File: config.mk
export PLATFORM = sky130hd
export DESIGN_NAME = acc_cpu8
export DESIGN_NICKNAME = d
export VERILOG_FILES = /design/src/rtl/acc_cpu8_pkg.sv /design/src/rtl/acc_cpu8_alu.sv /design/src/rtl/acc_cpu8_ram.sv /design/src/rtl/acc_cpu8_useq.sv /design/src/rtl/acc_cpu8.sv
export SDC_FILE = /design/constraint.sdc
export NUM_CORES = 1
export LEC_CHECK = 0
export BUFFER_PORTS_ARGS = -buffer_cell sky130_fd_sc_hd__buf_2
export CORE_UTILIZATION = 40
export CTS_CLUSTER_SIZE = 10
export DETAILED_ROUTE_END_ITERATION = 8
export GPL_TIMING_DRIVEN = 0
export PLACE_DENSITY_LB_ADDON = 0.2
export SETUP_SLACK_MARGIN = 0.02
export SLEW_MARGIN = 20
export SYNTH_ARGS = -nofsm -noshare
export SYNTH_HDL_FRONTEND = slang
export SYNTH_HIERARCHICAL = 1
export SYNTH_SLANG_ARGS = --single-unit
File: constraint.sdc
create_clock -name clk -period 5.07 [get_ports clk]
set_clock_uncertainty 0.15 [all_clocks]
set_input_delay 1.014 -clock clk [delete_from_list [all_inputs] [get_ports clk]]
set_output_delay 1.014 -clock clk [all_outputs]
set_load 0.01 [all_outputs]
File: src/rtl/acc_cpu8_pkg.sv
package acc_cpu8_pkg;

    parameter int unsigned DATA_W = 8;
    parameter int unsigned ADDR_W = 4;
    parameter int unsigned STEP_W = 3;
    parameter int unsigned CW_W   = 16;

    typedef logic [CW_W-1:0] cword_t;

    // Control word bit positions, most significant first
    localparam int CW_HALT     = 15;
    localparam int CW_MAR_IN   = 14;
    localparam int CW_RAM_IN   = 13;
    localparam int CW_RAM_OUT  = 12;
    localparam int CW_IR_OUT   = 11;
    localparam int CW_IR_IN    = 10;
    localparam int CW_A_IN     = 9;
    localparam int CW_A_OUT    = 8;
    localparam int CW_ALU_OUT  = 7;
    localparam int CW_SUB      = 6;
    localparam int CW_B_IN     = 5;
    localparam int CW_OUT_IN   = 4;
    localparam int CW_PC_EN    = 3;
    localparam int CW_PC_OUT   = 2;
    localparam int CW_JUMP     = 1;
    localparam int CW_FLAG_IN  = 0;

    localparam cword_t M_HALT    = cword_t'(1) << CW_HALT;
    localparam cword_t M_MAR_IN  = cword_t'(1) << CW_MAR_IN;
    localparam cword_t M_RAM_IN  = cword_t'(1) << CW_RAM_IN;
    localparam cword_t M_RAM_OUT = cword_t'(1) << CW_RAM_OUT;
    localparam cword_t M_IR_OUT  = cword_t'(1) << CW_IR_OUT;
    localparam cword_t M_IR_IN   = cword_t'(1) << CW_IR_IN;
    localparam cword_t M_A_IN    = cword_t'(1) << CW_A_IN;
    localparam cword_t M_A_OUT   = cword_t'(1) << CW_A_OUT;
    localparam cword_t M_ALU_OUT = cword_t'(1) << CW_ALU_OUT;
    localparam cword_t M_SUB     = cword_t'(1) << CW_SUB;
    localparam cword_t M_B_IN    = cword_t'(1) << CW_B_IN;
    localparam cword_t M_OUT_IN  = cword_t'(1) << CW_OUT_IN;
    localparam cword_t M_PC_EN   = cword_t'(1) << CW_PC_EN;
    localparam cword_t M_PC_OUT  = cword_t'(1) << CW_PC_OUT;
    localparam cword_t M_JUMP    = cword_t'(1) << CW_JUMP;
    localparam cword_t M_FLAG_IN = cword_t'(1) << CW_FLAG_IN;

    typedef enum logic [3:0] {
        OP_NOP = 4'h0,
        OP_LDA = 4'h1,
        OP_ADD = 4'h2,
        OP_SUB = 4'h3,
        OP_STA = 4'h4,
        OP_LDI = 4'h5,
        OP_JMP = 4'h6,
        OP_JC  = 4'h7,
        OP_JZ  = 4'h8,
        OP_OUT = 4'hE,
        OP_HLT = 4'hF
    } opcode_e;

endpackage

File: src/rtl/acc_cpu8_alu.sv
module acc_cpu8_alu #(
    parameter int unsigned DATA_W = 8
) (
    input  logic [DATA_W-1:0] a_i,
    input  logic [DATA_W-1:0] b_i,
    input  logic              sub_i,
    output logic [DATA_W-1:0] res_o,
    output logic              carry_o,
    output logic              zero_o
);

    logic [DATA_W-1:0] b_eff;
    logic [DATA_W:0]   sum;

    always_comb begin
        b_eff   = sub_i ? ~b_i : b_i;
        sum     = {1'b0, a_i} + {1'b0, b_eff} + {{DATA_W{1'b0}}, sub_i};
        res_o   = sum[DATA_W-1:0];
        carry_o = sum[DATA_W];
        zero_o  = (sum[DATA_W-1:0] == '0);
    end

endmodule

File: src/rtl/acc_cpu8_ram.sv
module acc_cpu8_ram #(
    parameter int unsigned DATA_W = 8,
    parameter int unsigned ADDR_W = 4
) (
    input  logic              clk,
    input  logic              wr_en_i,
    input  logic [ADDR_W-1:0] wr_addr_i,
    input  logic [DATA_W-1:0] wr_data_i,
    input  logic [ADDR_W-1:0] rd_addr_i,
    output logic [DATA_W-1:0] rd_data_o
);

    localparam int unsigned DEPTH = 1 << ADDR_W;

    logic [DATA_W-1:0] mem_q [DEPTH];

    always_ff @(posedge clk) begin
        if (wr_en_i) begin
            mem_q[wr_addr_i] <= wr_data_i;
        end
    end

    assign rd_data_o = mem_q[rd_addr_i];

endmodule

File: src/rtl/acc_cpu8_useq.sv
module acc_cpu8_useq
    import acc_cpu8_pkg::*;
#(
    parameter int unsigned OPC_W = 4,
    parameter int unsigned SEQ_W = STEP_W
) (
    input  logic             clk,
    input  logic             rst_n,
    input  logic [OPC_W-1:0] opcode_i,
    input  logic             carry_i,
    input  logic             zero_i,
    output logic [SEQ_W-1:0] step_o,
    output cword_t           cword_o
);

    logic [SEQ_W-1:0] step_d, step_q;

    function automatic cword_t exec_word(input logic [OPC_W-1:0] op,
                                         input logic [SEQ_W-1:0] st,
                                         input logic c, input logic z);
        cword_t w;
        w = '0;
        case (st)
            SEQ_W'(2): begin
                case (opcode_e'(op))
                    OP_LDA, OP_ADD, OP_SUB, OP_STA: w = M_IR_OUT | M_MAR_IN;
                    OP_LDI: w = M_IR_OUT | M_A_IN;
                    OP_JMP: w = M_IR_OUT | M_JUMP;
                    OP_JC:  w = c ? (M_IR_OUT | M_JUMP) : '0;
                    OP_JZ:  w = z ? (M_IR_OUT | M_JUMP) : '0;
                    OP_OUT: w = M_A_OUT | M_OUT_IN;
                    OP_HLT: w = M_HALT;
                    default: w = '0;
                endcase
            end
            SEQ_W'(3): begin
                case (opcode_e'(op))
                    OP_LDA:         w = M_RAM_OUT | M_A_IN;
                    OP_ADD, OP_SUB: w = M_RAM_OUT | M_B_IN;
                    OP_STA:         w = M_A_OUT | M_RAM_IN;
                    default:        w = '0;
                endcase
            end
            SEQ_W'(4): begin
                case (opcode_e'(op))
                    OP_ADD:  w = M_ALU_OUT | M_A_IN | M_FLAG_IN;
                    OP_SUB:  w = M_ALU_OUT | M_A_IN | M_SUB | M_FLAG_IN;
                    default: w = '0;
                endcase
            end
            default: w = '0;
        endcase
        return w;
    endfunction

    always_comb begin
        case (step_q)
            SEQ_W'(0): cword_o = M_PC_OUT | M_MAR_IN;
            SEQ_W'(1): cword_o = M_RAM_OUT | M_IR_IN | M_PC_EN;
            default:   cword_o = exec_word(opcode_i, step_q, carry_i, zero_i);
        endcase
        step_d = cword_o[CW_HALT] ? step_q : step_q + SEQ_W'(1);
    end

    always_ff @(posedge clk or negedge rst_n) begin
        if (!rst_n) begin
            step_q <= '0;
        end else begin
            step_q <= step_d;
        end
    end

    assign step_o = step_q;

endmodule

File: src/rtl/acc_cpu8.sv
module acc_cpu8
    import acc_cpu8_pkg::*;
#(
    parameter int unsigned DW = DATA_W,
    parameter int unsigned AW = ADDR_W
) (
    input  logic          clk,
    input  logic          rst_n,
    input  logic          load_en,
    input  logic [AW-1:0] load_addr,
    input  logic [DW-1:0] load_data,
    output logic          halted,
    output logic [DW-1:0] out_value
);

    localparam int unsigned OPC_W = DW - AW;

    typedef struct packed {
        logic [AW-1:0] pc;
        logic [AW-1:0] mar;
        logic [DW-1:0] ir;
        logic [DW-1:0] a;
        logic [DW-1:0] b;
        logic [DW-1:0] outr;
        logic          cf;
        logic          zf;
    } core_t;

    core_t cur_q, nxt_d;

    cword_t            cw;
    logic [STEP_W-1:0] step;
    logic [DW-1:0]     bus;
    logic [DW-1:0]     ram_rd;
    logic [DW-1:0]     alu_res;
    logic              alu_c, alu_z;
    logic              ram_we;
    logic [AW-1:0]     ram_wa;
    logic [DW-1:0]     ram_wd;

    acc_cpu8_useq #(.OPC_W(OPC_W), .SEQ_W(STEP_W)) u_useq (
        .clk      (clk),
        .rst_n    (rst_n),
        .opcode_i (cur_q.ir[DW-1:AW]),
        .carry_i  (cur_q.cf),
        .zero_i   (cur_q.zf),
        .step_o   (step),
        .cword_o  (cw)
    );

    acc_cpu8_alu #(.DATA_W(DW)) u_alu (
        .a_i     (cur_q.a),
        .b_i     (cur_q.b),
        .sub_i   (cw[CW_SUB]),
        .res_o   (alu_res),
        .carry_o (alu_c),
        .zero_o  (alu_z)
    );

    always_comb begin
        ram_we = load_en | cw[CW_RAM_IN];
        ram_wa = load_en ? load_addr : cur_q.mar;
        ram_wd = load_en ? load_data : bus;
    end

    acc_cpu8_ram #(.DATA_W(DW), .ADDR_W(AW)) u_ram (
        .clk       (clk),
        .wr_en_i   (ram_we),
        .wr_addr_i (ram_wa),
        .wr_data_i (ram_wd),
        .rd_addr_i (cur_q.mar),
        .rd_data_o (ram_rd)
    );

    // Bus: AND-OR multiplexer, sources selected by control bits
    always_comb begin
        bus = '0;
        bus |= {DW{cw[CW_PC_OUT]}}  & {{OPC_W{1'b0}}, cur_q.pc};
        bus |= {DW{cw[CW_RAM_OUT]}} & ram_rd;
        bus |= {DW{cw[CW_IR_OUT]}}  & {{OPC_W{1'b0}}, cur_q.ir[AW-1:0]};
        bus |= {DW{cw[CW_A_OUT]}}   & cur_q.a;
        bus |= {DW{cw[CW_ALU_OUT]}} & alu_res;
    end

    always_comb begin
        nxt_d = cur_q;
        if (cw[CW_MAR_IN]) nxt_d.mar  = bus[AW-1:0];
        if (cw[CW_IR_IN])  nxt_d.ir   = bus;
        if (cw[CW_A_IN])   nxt_d.a    = bus;
        if (cw[CW_B_IN])   nxt_d.b    = bus;
        if (cw[CW_OUT_IN]) nxt_d.outr = bus;
        if (cw[CW_FLAG_IN]) begin
            nxt_d.cf = alu_c;
            nxt_d.zf = alu_z;
        end
        if (cw[CW_JUMP]) begin
            nxt_d.pc = bus[AW-1:0];
        end else if (cw[CW_PC_EN]) begin
            nxt_d.pc = cur_q.pc + AW'(1);
        end
    end

    always_ff @(posedge clk or negedge rst_n) begin
        if (!rst_n) begin
            cur_q <= '0;
        end else begin
            cur_q <= nxt_d;
        end
    end

    assign halted    = cw[CW_HALT];
    assign out_value = cur_q.outr;

endmodule

==> impl_results.md, run 1 <==
* Starting Density at about two fifths
* Inst Count DP at 821
* Final worst-path cycle share at 90.4%
* CP Class: flop to flop
* Via count at 4636
* Cell area after synthesis at about 7900 sq um
* Area share of the largest cell type after synthesis at about half
* Worst endpoint required time at roughly 5 ns
* Number of synthesized flops with an enable pin at 128
* Unrepaired setup endpoints after global routing: false
* CTS Buffer Depth at 2
* DIE AREA at between 20000 and 25000 sq um
* # clock sinks at 173
* Critical path fanouts, max at 16
* Root Driver: clkbuf_16
* Sequential-to-total area share from yosys stat at between 60% and 70%
* Startpoint Class: flop
* DR DRC count at 0
* Worst Setup End Kind: flop
* Routed Antenna Nets at 0
* Routed wire length at 17200 microns
* Clock transition at path regs at 0.07 ns
* Final worst slack at 0.486 ns
* Vias in the first global route at 4705
* Fillcell total at about 1700
* Slew margin rel. at 32.0%
* # setup viols final at 0
* RePlAce Congestion at 0.824
* DP Worst Slack at -0.137 ns
* CTS tree: done
* Tightest Pin Transition at 1.00 ns
* Rows at 50
* Synth top area cells: edfxtp_1 49%, dfrtp_1 14%, mux4_2 5.2%
* CTS buffer count at 17
* Worst skew pair latency at 0.43 ns
* FF-to-FF setup slack at 0.49 ns
* Hold-fix buffers, CTS at 0
* Final count of pins violating max slew at 0
* Maximum VDD drop at about 270 uV
* Pwr dens at between 500 and 600 nW/um^2
* Status: finished clean
* Share of cells above drive strength 1 at 24.5%
* WL/cell at roughly 20 microns
* Post-route insts no fill at 860
* Fin nets at 616
* Area leader, netlist: edfxtp_1
* GR Overflow Total at 0
* Leakage at 3.44 nW
* DRT iter0 DRCs at 415
* Chip Width at 142 microns
* Via density at 5.39
* Post-Syn Nets at between 500 and 600
* Final hold violation count at 0
* Global-route wire length before repair at 27000 microns
* Area growth from synthesis to layout at 14.4%
* Initial antenna violation count at 0
* Worst hold path type: flop to flop
* Avg Inst Size Synth at 14.7 sq um
* Fmax at 218 MHz
* Largest net degree at the start of global routing at between 40 and 50
* TritonRoute pass-1 iters at 6
* Synthesis-stage register bit count at approximately 170
* Synth cell types at 57
* H-tree Lvls at 4
* Tmin final at 4.58 ns
* Tot Pwr at 5.31 mW
* Final HPWL DP at ~12000 microns
* Top_reg_cell synth: edfxtp_1
* Total track usage at between 10% and 20%
* Synth warn at 6
* Die height at roughly 140 microns
* CORE AREA at 19000 sq um
* Worst EP arrival at 4.51 ns
* Mapped Cells at 537
* MaxCap Viol Count at 0
* Number of port buffers at 23
* Diodes inserted at 0
* I/O pins at 24
* Final instance area at 9000 sq um
* Asr flop ratio synth at 26.0%
* Post-DP Area at 8360 sq um
-- timing repair --
action                     CTS  global route
hold endpoints to repair     0             0
setup buffers                7             0
resized for setup            0             1
gates cloned                 0             0
pin swaps                    3             0
setup endpoints to repair   48            16
-- sequential cells by signal (all words and copies together), names as in the netlist --
name,flops
cur_q,34
out_value,8
u_ram/mem_q,128
u_useq/step_o,3
-- per-stage QoR --
stage	utilization, %	hold WS, ns	setup TNS [ns]
global placement	43.7	0.341	-8.28
global route	47.3	0.382	0
finish	47.3	0.358	0
floorplan	-	0.321	0
detailed placement	44.0	0.349	-3.86
CTS	47.3	0.365	0
-- placed cells by master (no fill, tap or decap), drive strengths merged, types with 6 or more instances in the layout --
master / instances
a21oi: 46
a222oi: 8
a22oi: 16
and3: 6
buf: 65
clkbuf: 22
dfrtp: 45
edfxtp: 128
ha: 13
inv: 23
mux2: 7
mux2i: 10
mux4: 32
nand2: 26
nor2: 60
nor3: 6
xor2: 13
-- cells in the mapped netlist, types with 2 or more instances --
cell / count
edfxtp_1: 128
nor2_1: 60
a21oi_1: 46
dfrtp_1: 45
nand2_1: 26
mux4_2: 18
a22oi_1: 16
buf_4: 16
inv_1: 15
mux4_1: 14
ha_1: 13
xor2_1: 13
buf_2: 10
mux2i_1: 9
a222oi_1: 8
and3_1: 6
buf_6: 6
mux2_2: 6
nor3_1: 6
nand2b_1: 5
nor2b_1: 5
a21o_1: 4
clkbuf_1: 4
and2_1: 3
clkdlybuf4s25_2: 3
nand3b_1: 3
o21ai_1: 3
or2_2: 3
xnor2_1: 3
a211oi_1: 2
and2b_1: 2
and2b_2: 2
and3b_2: 2
buf_1: 2
nand3_1: 2
nand4_1: 2
nor4b_1: 2
o21ai_0: 2
o21bai_1: 2
o31ai_1: 2
or3_1: 2
-- worst max-delay path: stages (launching register included) --
cell      delay (ns)
dfrtp_1         0.42
inv_1           0.08
ha_1            0.25
and3b_2         0.24
and3b_1         0.22
and2_1          0.18
buf_2           0.19
xor2_1          0.18
ha_1            0.34
a21o_1          0.23
a21o_1          0.20
a211o_1         0.29
a221o_1         0.37
a222oi_1        0.41
buf_4           0.23
mux2i_2         0.26
-- power breakdown --
part           switching [mW]  internal (mW)  leakage, nW
Combinational            1.15          0.868         1.44
Sequential              0.178           1.86         1.73
Clock                   0.593          0.654        0.276
-- worst paths after layout --
path | depth (start not counted) | to | start
setup / recovery | 15 | u_ram/mem_q[13][7] | u_useq/step_o[0]
hold / removal | 1 | cur_q[1] | cur_q[1]
setup reg to reg | 15 | u_ram/mem_q[13][7] | u_useq/step_o[0]
hold reg to reg | 1 | cur_q[1] | cur_q[1]
max in group asynchronous | 1 | out_value[0] | rst_n
min in group asynchronous | 1 | cur_q[25] | rst_n
-- final cells by class --
cell class	count	area, sq um	area share, %
Multi-Input combinational cell	307	2610	29.0
Inverter	15	56.3	0.625
Timing Repair Buffer	31	175	1.95
Clock inverter	15	149	1.65
Clock buffer	17	425	4.72
Sequential cell	173	4970	55.2
Buffer	42	295	3.28
Tap cell	260	325	3.61
-- kinds of logic (layout without fill, tap and decap cells) --
logic type	after synthesis	after routing	synth area share, %
flops	173	173	63.1
mux	49	49	12.2
compound gates	91	91	7.42
xor+xnor	16	16	1.78
simple gates	137	137	8.68
fa+ha+maj	14	14	2.32
buf+inv	57	120	4.47
-- metal layers --
metal  global-route usage [%]  routed length (microns)
met4                     6.11                      312
met5                        0                        0
met2                     30.2                     8430
met3                     4.27                      848
met1                     24.5                     7570
(Power assumes the default switching activity.)
==> inputs of run 2 (changes only) <==
--- a/config.mk
+++ b/config.mk
@@ -10,9 +10,8 @@
 export CTS_CLUSTER_SIZE = 10
 export DETAILED_ROUTE_END_ITERATION = 8
 export GPL_TIMING_DRIVEN = 0
-export PLACE_DENSITY_LB_ADDON = 0.2
+export PLACE_DENSITY = 0.55
 export SETUP_SLACK_MARGIN = 0.02
-export SLEW_MARGIN = 20
 export SYNTH_ARGS = -nofsm -noshare
 export SYNTH_HDL_FRONTEND = slang
 export SYNTH_HIERARCHICAL = 1
==> run 2 against run 1 <==
Net effect:
- final cell count up 0.47%
- fmax down 0.45%
- sequential share of layout area fell by 0.11 points
- routed wire length rose by 1.3%
- worst hold slack worse by 0.0022 ns
- final area is 0.19% higher
- setup slack got worse by 0.021 ns
- global-route usage up 0.074 points
- register-to-register slack got worse by 0.02 ns
- critical path depth did not move
- sequential cell count unchanged
- critical endpoint unchanged
- largest power group is now combinational cells
- highest routed layer unchanged
==> impl_results.md, run 2 (synthesis results as in run 1) <==
* CP bufs+invs at 3 (unchanged)
* FF-to-FF setup slack at 0.47 ns (-0.02 ns)
* Pwr dens at 592 nW/um^2 (+0.43%)
* I/O pins at 24 (unchanged)
* CP top delay family: compound AO/OA/AOI/OAI gates
* Clock transition at path regs at 0.07 ns (about the same)
* Final worst-path cycle share at 90.8% (+0.41 points)
* Slew margin rel. at 10.6% (-21 points)
* Slowest cell on crit path: dfrtp_1
* Initial antenna violation count at 0 (unchanged)
* Worst EP arrival at 4.53 ns (+0.02 ns)
* Share of cells above drive strength 1 at 24.5% (about the same)
* MaxCap Viol Count at 0 (unchanged)
* Tightest Pin Transition at 1.33 ns (+0.331 ns)
* Final count of pins violating max slew at 0 (unchanged)
* Fin nets at 621 (+0.81%)
* Vias in the first global route at 4708 (+0.064%)
* Unrepaired setup endpoints after global routing: false
* Worst Setup End Kind: flop
* Hold Crit Start: cur_q[0]
* TritonRoute pass-1 iters at 5 (-1)
* Total track usage at 18.6% (+0.074 points)
* Via density at 5.36 (-0.59%)
* Chip Width at 142 microns (unchanged)
* Worst Hold Path EP: cur_q[0]
* DP Worst Slack at -0.391 ns (-0.254 ns)
* H-tree Lvls at 4 (unchanged)
* DR DRC count at 0 (unchanged)
* Final HPWL DP at 11900 microns (+0.87%)
* Max reg flops at 128 (unchanged)
* Diodes inserted at 0 (unchanged)
* WL/cell at 20.1 microns (+0.87%)
* Leading cell type in the layout, fill and taps excluded: edfxtp_1
* CTS Buffer Depth at 2 (unchanged)
* Leakage at 3.46 nW (+0.60%)
* Worst endpoint required time at 5.00 ns (about the same)
* # setup viols final at 0 (unchanged)
* Largest reg by FF count: u_ram/mem_q
* Worst hold path type: flop to flop
* Reg2reg path depth at 15 (unchanged)
* RR Startpoint: u_useq/step_o[0]
* Final core utilization at 47.4% (+0.092 points)
* Status: finished clean
* Most frequent cells in the layout: 128 x edfxtp_1, 60 x nor2_1, 46 x a21oi_1, 45 x dfrtp_1, 33 x buf_2
* Starting Density at 41.4% (unchanged)
* Worst skew pair latency at 0.43 ns (about the same)
* Rows at 50 (unchanged)
* Root Driver: clkbuf_16
* Hold-fix buffers, CTS at 0 (unchanged)
* CORE AREA at 19000 sq um (unchanged)
* Routed wire length at 17400 microns (+1.3%)
* Area growth from synthesis to layout at 14.6%
* Via count at 4630 (-0.13%)
* Critical Path Max Stage Delay at 0.43 ns (about the same)
* Worst hold stages at 1 (unchanged)
* CTS tree: done
* Tmin final at 4.60 ns (+0.0207 ns)
* GR Overflow Total at 0 (unchanged)
* Die height at 142 microns (unchanged)
* CP Class: flop to flop
* Routed Antenna Nets at 0 (unchanged)
* Startpoint Class: flop
* DIE AREA at 20200 sq um (unchanged)
* # clock sinks at 173 (unchanged)
* Maximum VDD drop at 268 uV (-1.2%)
* DRT iter0 DRCs at 349 (-16%)
* Fmax at 217 MHz (-0.45%)
* Global-route wire length before repair at 27200 microns (+0.74%)
* FF-to-FF End: u_ram/mem_q[13][7]
* CP Cell Sequence: inv_1, ha_1, and3b_2, and3b_1, and2_1, buf_2, xor2_1, ha_1, a21o_1, a21o_1, a211o_1, a221o_1, a222oi_1, buf_4, mux2i_2
* Number of port buffers at 23 (unchanged)
* Fillcell total at 1736 (+0.46%)
* RePlAce Congestion at 0.790 (-4.2%)
* Largest net degree at the start of global routing at 46 (unchanged)
* CTS buffer count at 17 (unchanged)
* Critical path fanouts, max at 16 (unchanged)
* Final worst slack at 0.466 ns (-0.0207 ns)
* Final hold violation count at 0 (unchanged)
-- run 2: how the worst max path moves through the flow --
stage,from,end,slack [ns],cells past startpoint
after floorplan,u_useq/step_o[0],u_ram/mem_q[0][7],0.84,14
final,u_useq/step_o[0],u_ram/mem_q[13][7],0.47,15
after global placement,u_useq/step_o[0],u_ram/mem_q[12][7],-0.29,14
after CTS,u_useq/step_o[0],u_ram/mem_q[5][4],0.08,14
after global routing,u_useq/step_o[0],u_ram/mem_q[9][7],0.16,15
after detailed placement,u_useq/step_o[0],u_ram/mem_q[13][7],-0.39,14
-- run 2: power by group --
group          switching, mW  internal (mW)  total [mW]
registers              0.174           1.86        2.04
clock network          0.567          0.688        1.26
logic                   1.16          0.888        2.05
total                   1.90           3.44        5.34
-- run 2: metal layers --
metal / track usage (%) / share of wire (%) / routed length, microns / up-vias
met5: 0 / 0 / 0 / -
met2: 30.4 / 49 / 8600 / 134
li1: - / - / - / 2138
met3: 3.77 / 4.3 / 752 / 17
met1: 25.1 / 45 / 7770 / 2341
met4: 5.49 / 1.5 / 268 / 0
-- run 2: worst reg2reg max path, delay by kind of cell (launching register included) --
family | cells | cell delay, ns
buffers and inverters | 3 | 0.57
XOR/XNOR | 1 | 0.20
multiplexers | 1 | 0.25
flip-flops | 1 | 0.43
AND/OR/NAND/NOR | 3 | 0.63
AO/OA/AOI/OAI | 5 | 1.48
adder cells (fa/ha/maj) | 2 | 0.53
-- run 2: metrics by stage --
step | area [sq um] | instances | hold slack, ns | TNS, ns | power [mW]
after floorplan | 7870 | 537 | 0.321 | 0 | 3.43
after global placement | 8310 | 820 | 0.340 | -6.60 | 3.98
after detailed placement | 8350 | 823 | 0.347 | -13.07 | 4.05
after CTS | 8970 | 860 | 0.362 | 0 | 5.36
after global routing | 9020 | 864 | 0.379 | 0 | 5.65
final | 9020 | 864 | 0.356 | 0 | 5.34
-- run 2: layout make-up --
cell class,count,area [sq um],share of cell area (%)
clock buffer,18,429,4.76
multi-input combinational,307,2590,28.7
timing repair buffer,36,220,2.44
buffer,42,295,3.27
sequential,173,4970,55.1
tap,260,325,3.61
inverter,15,56.3,0.624
clock inverter,13,133,1.47
-- run 2: what timing repair did --
action                                  4_1_cts  5_1_grt
gates cloned                                  0        0
hold endpoints to repair                      0        0
buffers inserted                              6        4
pin swaps                                     2        2
gates resized for setup                       3        1
endpoints found under the setup margin       48       44
==> inputs of run 3 (changes only) <==
--- a/config.mk
+++ b/config.mk
@@ -5,6 +5,7 @@
 export SDC_FILE = /design/constraint.sdc
 export NUM_CORES = 1
 export LEC_CHECK = 0
+export ABC_AREA = 1
 export BUFFER_PORTS_ARGS = -buffer_cell sky130_fd_sc_hd__buf_2
 export CORE_UTILIZATION = 40
 export CTS_CLUSTER_SIZE = 10
==> run 3 against run 2 <==
Net effect:
- non-clock buffer count is 12 lower
- setup slack gained 0.57 ns
- critical path depth rose by 5
- sequential power fell by 11%
- global-route usage grew 1.7 points
- first-iteration DRC count rose by 60%
- via count increased by 40%
- worst hold slack lost 0.016 ns
- utilization is 1.6 points lower
- final area rose by 12%
- die area grew 15%
- final cell count up 54%
- critical path type unchanged
- critical endpoint is now u_ram/mem_q[7][7]
- largest cell class unchanged
==> impl_results.md, run 3 <==
* CORE AREA at 22000 sq um (+16%)
* TritonRoute pass-1 iters at 5 (unchanged)
* CTS resizes at 0 (-3)
* Startpoint Class: flop
* Routed Antenna Nets at 0 (unchanged)
* Psw at 1.73 mW (-9.1%)
* Asr flop ratio synth at 26.0% (unchanged)
* Number of port buffers at 22 (-4.3%)
* Root Driver: clkbuf_16
* Critical Path Max Stage Delay at 0.45 ns (+0.02 ns)
* Final hold violation count at 0 (unchanged)
* Pwr dens at 452 nW/um^2 (-24%)
* Synth top area cells: edfxtp_1 42%, nand2_1 14%, dfrtp_1 12%
* Worst Setup End Kind: flop
* Combinational power share at 32.2% (-6.2 points)
* Post-Syn Nets at 1028 (+82%)
* Final worst-path cycle share at 79.5% (-11 points)
* Synth cell types at 36 (-37%)
* I/O pins at 24 (unchanged)
* Total track usage at 20.3% (+1.7 points)
* CP Cell Sequence: inv_1, ha_1, nand4_1, nor2_1, buf_6, xnor2_1, inv_1, ha_1, nand2_1, inv_1, nand2_2, nand2_2, nand2_1, nand2_1, nand2_2, nand2_1, nand2_1, nand3_1, nand2_1, nand2_1
* Final count of pins violating max slew at 0 (unchanged)
* GRT busiest layer: met1
* Clock power frac at 28.1% (+4.6 points)
* Slew margin rel. at 30.9% (+20 points)
* MaxCap Viol Count at 0 (unchanged)
* Hold-fix buffers, CTS at 0 (unchanged)
* Setup TNS at 0 ns (unchanged)
* Vias in the first global route at 6056 (+29%)
* H-tree Lvls at 4 (unchanged)
* CP Class: flop to flop
* Share of cells above drive strength 1 at 17.5% (-7.0 points)
* Via density at 4.86 (-9.4%)
* Met2 GRT Util at 29.8% (-0.57 points)
* Via count at 6474 (+40%)
* Synthesis-stage register bit count at 173 (unchanged)
* Fmax at 248 MHz (+14%)
* Slowest cell on crit path: nand2_1
* Worst skew pair latency at 0.44 ns (about the same)
* Cell repeated most along the worst path: nand2_1
* Area share of the largest cell type after synthesis at 42.5% (-6.3 points)
* Fin nets at 1069 (+72%)
* Area leader, netlist: edfxtp_1
* GR Overflow Total at 0 (unchanged)
* Diodes inserted at 0 (unchanged)
* Max reg flops at 128 (unchanged)
* Initial antenna violation count at 0 (unchanged)
* CTS buffer count at 17 (unchanged)
* Fillcell total at 2134 (+23%)
* Unrepaired setup endpoints after global routing: false
* Number of synthesized flops with an enable pin at 128 (unchanged)
* Chip Width at 152 microns (+7.1%)
* WL/cell at 16.7 microns (-17%)
* Post-CTS setup buffer count at 0 (-6)
* Tightest Pin Transition at 1.04 ns (-0.295 ns)
* Grt met3 use at 3.50% (-0.27 points)
* Worst endpoint required time at 4.90 ns (-0.10 ns)
* # setup viols final at 0 (unchanged)
* Leading cell type in the layout, fill and taps excluded: nand2_1
* Sw frac at 37.9% (+2.3 points)
* Avg Inst Size Synth at 9.06 sq um (-38%)
* Critical path fanouts, max at 16 (unchanged)
* Leakage at 4.84 nW (+40%)
* Routed wire length at 22300 microns (+28%)
* Sequential-to-total area share from yosys stat at 54.9% (-8.2 points)
* Int Power at 2.84 mW (-18%)
* Worst EP arrival at 3.87 ns (-0.66 ns)
* Final HPWL DP at 15800 microns (+33%)
* Area growth from synthesis to layout at 11.6%
* Clock transition at path regs at 0.07 ns (about the same)
* Most frequent cells in the layout: 345 x nand2_1, 149 x inv_1, 128 x edfxtp_1, 110 x nand3_1, 45 x dfrtp_1
* CTS tree: done
* Cell area after synthesis at 9050 sq um (+15%)
* Synth warn at 6 (unchanged)
* DR DRC count at 0 (unchanged)
* Largest reg by FF count: u_ram/mem_q
* CTS Buffer Depth at 2 (unchanged)
* Die height at 152 microns (+7.1%)
* RePlAce Congestion at 0.880 (+11%)
* Worst hold path type: flop to flop
* Most instantiated library cell after synthesis: nand2_1
* Synth top cells by count: 345 x nand2_1, 149 x inv_1, 128 x edfxtp_1
* Starting Density at 41.1% (-0.32 points)
* # clock sinks at 173 (unchanged)
* DRT iter0 DRCs at 557 (+60%)
* Met1 Use GR at 30.1% (+5.0 points)
* Global-route wire length before repair at 35000 microns (+29%)
* Status: finished clean
* Sequential power share at 39.7% (+1.6 points)
* Largest net degree at the start of global routing at 46 (unchanged)
* Top_reg_cell synth: edfxtp_1
* Mapped Cells at 999 (+86%)
* Rows at 54 (+8.0%)
* Final core utilization at 45.8% (-1.6 points)
* Maximum VDD drop at 257 uV (-4.3%)
* DIE AREA at 23200 sq um (+15%)
* Tmin final at 4.03 ns (-0.573 ns)
## run 3: cell types whose count changed in the layout (fill, tap and decap cells not counted), moves of 14 or more
cell / change
nor2_1: -19
a21oi_1: -42
inv_1: +134
a22oi_1: -16
nand2_2: +22
mux4_2: -18
nand3_1: +108
mux4_1: -14
nand2_1: +319
o21ai_2: +24
## run 3: cells by family (layout without fill, tap and decap cells)
group,after synthesis,after routing,synth area share [%]
AO/OA/AOI/OAI,42,42,3.65
XOR/XNOR,10,10,0.968
adder cells (fa/ha/maj),14,14,2.02
buffers and inverters,202,256,10.2
flip-flops,173,173,54.9
multiplexers,2,2,0.249
AND/OR/NAND/NOR,556,556,28.0
## run 3: cell type report
type	instances	area (sq um)	area share, %
Sequential cell	173	4970	49.2
Clock inverter	15	164	1.62
Tap cell	280	350	3.47
Clock buffer	17	425	4.21
Timing Repair Buffer	22	110	1.09
Inverter	158	593	5.87
Buffer	44	329	3.26
Multi-Input combinational cell	624	3150	31.2
## run 3: final timing paths
kind	from	endpoint	slack (ns)	depth (start not counted)
setup / recovery	u_useq/step_o[0]	u_ram/mem_q[7][7]	1.04	20
hold / removal	out_value[0]	out_value[0]	0.34	2
setup reg to reg	u_useq/step_o[0]	u_ram/mem_q[7][7]	1.04	20
hold reg to reg	out_value[0]	out_value[0]	0.34	2
max in group asynchronous	rst_n	cur_q[26]	3.51	1
min in group asynchronous	rst_n	cur_q[16]	0.60	1
## run 3: power by group through the flow
stage	clock network (mW)	logic [mW]	registers (mW)
after detailed placement	0	1.46	1.84
after global routing	1.36	1.63	1.83
final	1.28	1.47	1.81
after floorplan	0	1.04	1.81
after global placement	0	1.46	1.84
after CTS	1.31	1.47	1.81
## run 3: through the flow
stage               cell area (sq um)  power (mW)  instances  setup WS (ns)  hold WS [ns]
floorplan                        9050        2.85        999           2.04         0.300
CTS                             10100        4.59       1333           1.04         0.340
global route                    10100        4.82       1333          0.757         0.359
finish                          10100        4.57       1333           1.04         0.340
detailed placement               9510        3.31       1301           1.06         0.323
global placement                 9510        3.30       1301           1.15         0.317
## run 3: worst max-delay path, delay by kind of cell (launching register included)
family	cells	cell delay, ns
AND/OR/NAND/NOR	13	1.85
adder cells (fa/ha/maj)	2	0.54
buffers and inverters	4	0.43
flip-flops	1	0.42
XOR/XNOR	1	0.18
## run 3: per-layer routing
metal | up-vias | wire [microns]
met5 | - | 0
met4 | 0 | 364
met3 | 23 | 1150
met2 | 168 | 9720
met1 | 3032 | 11100
li1 | 3251 | -
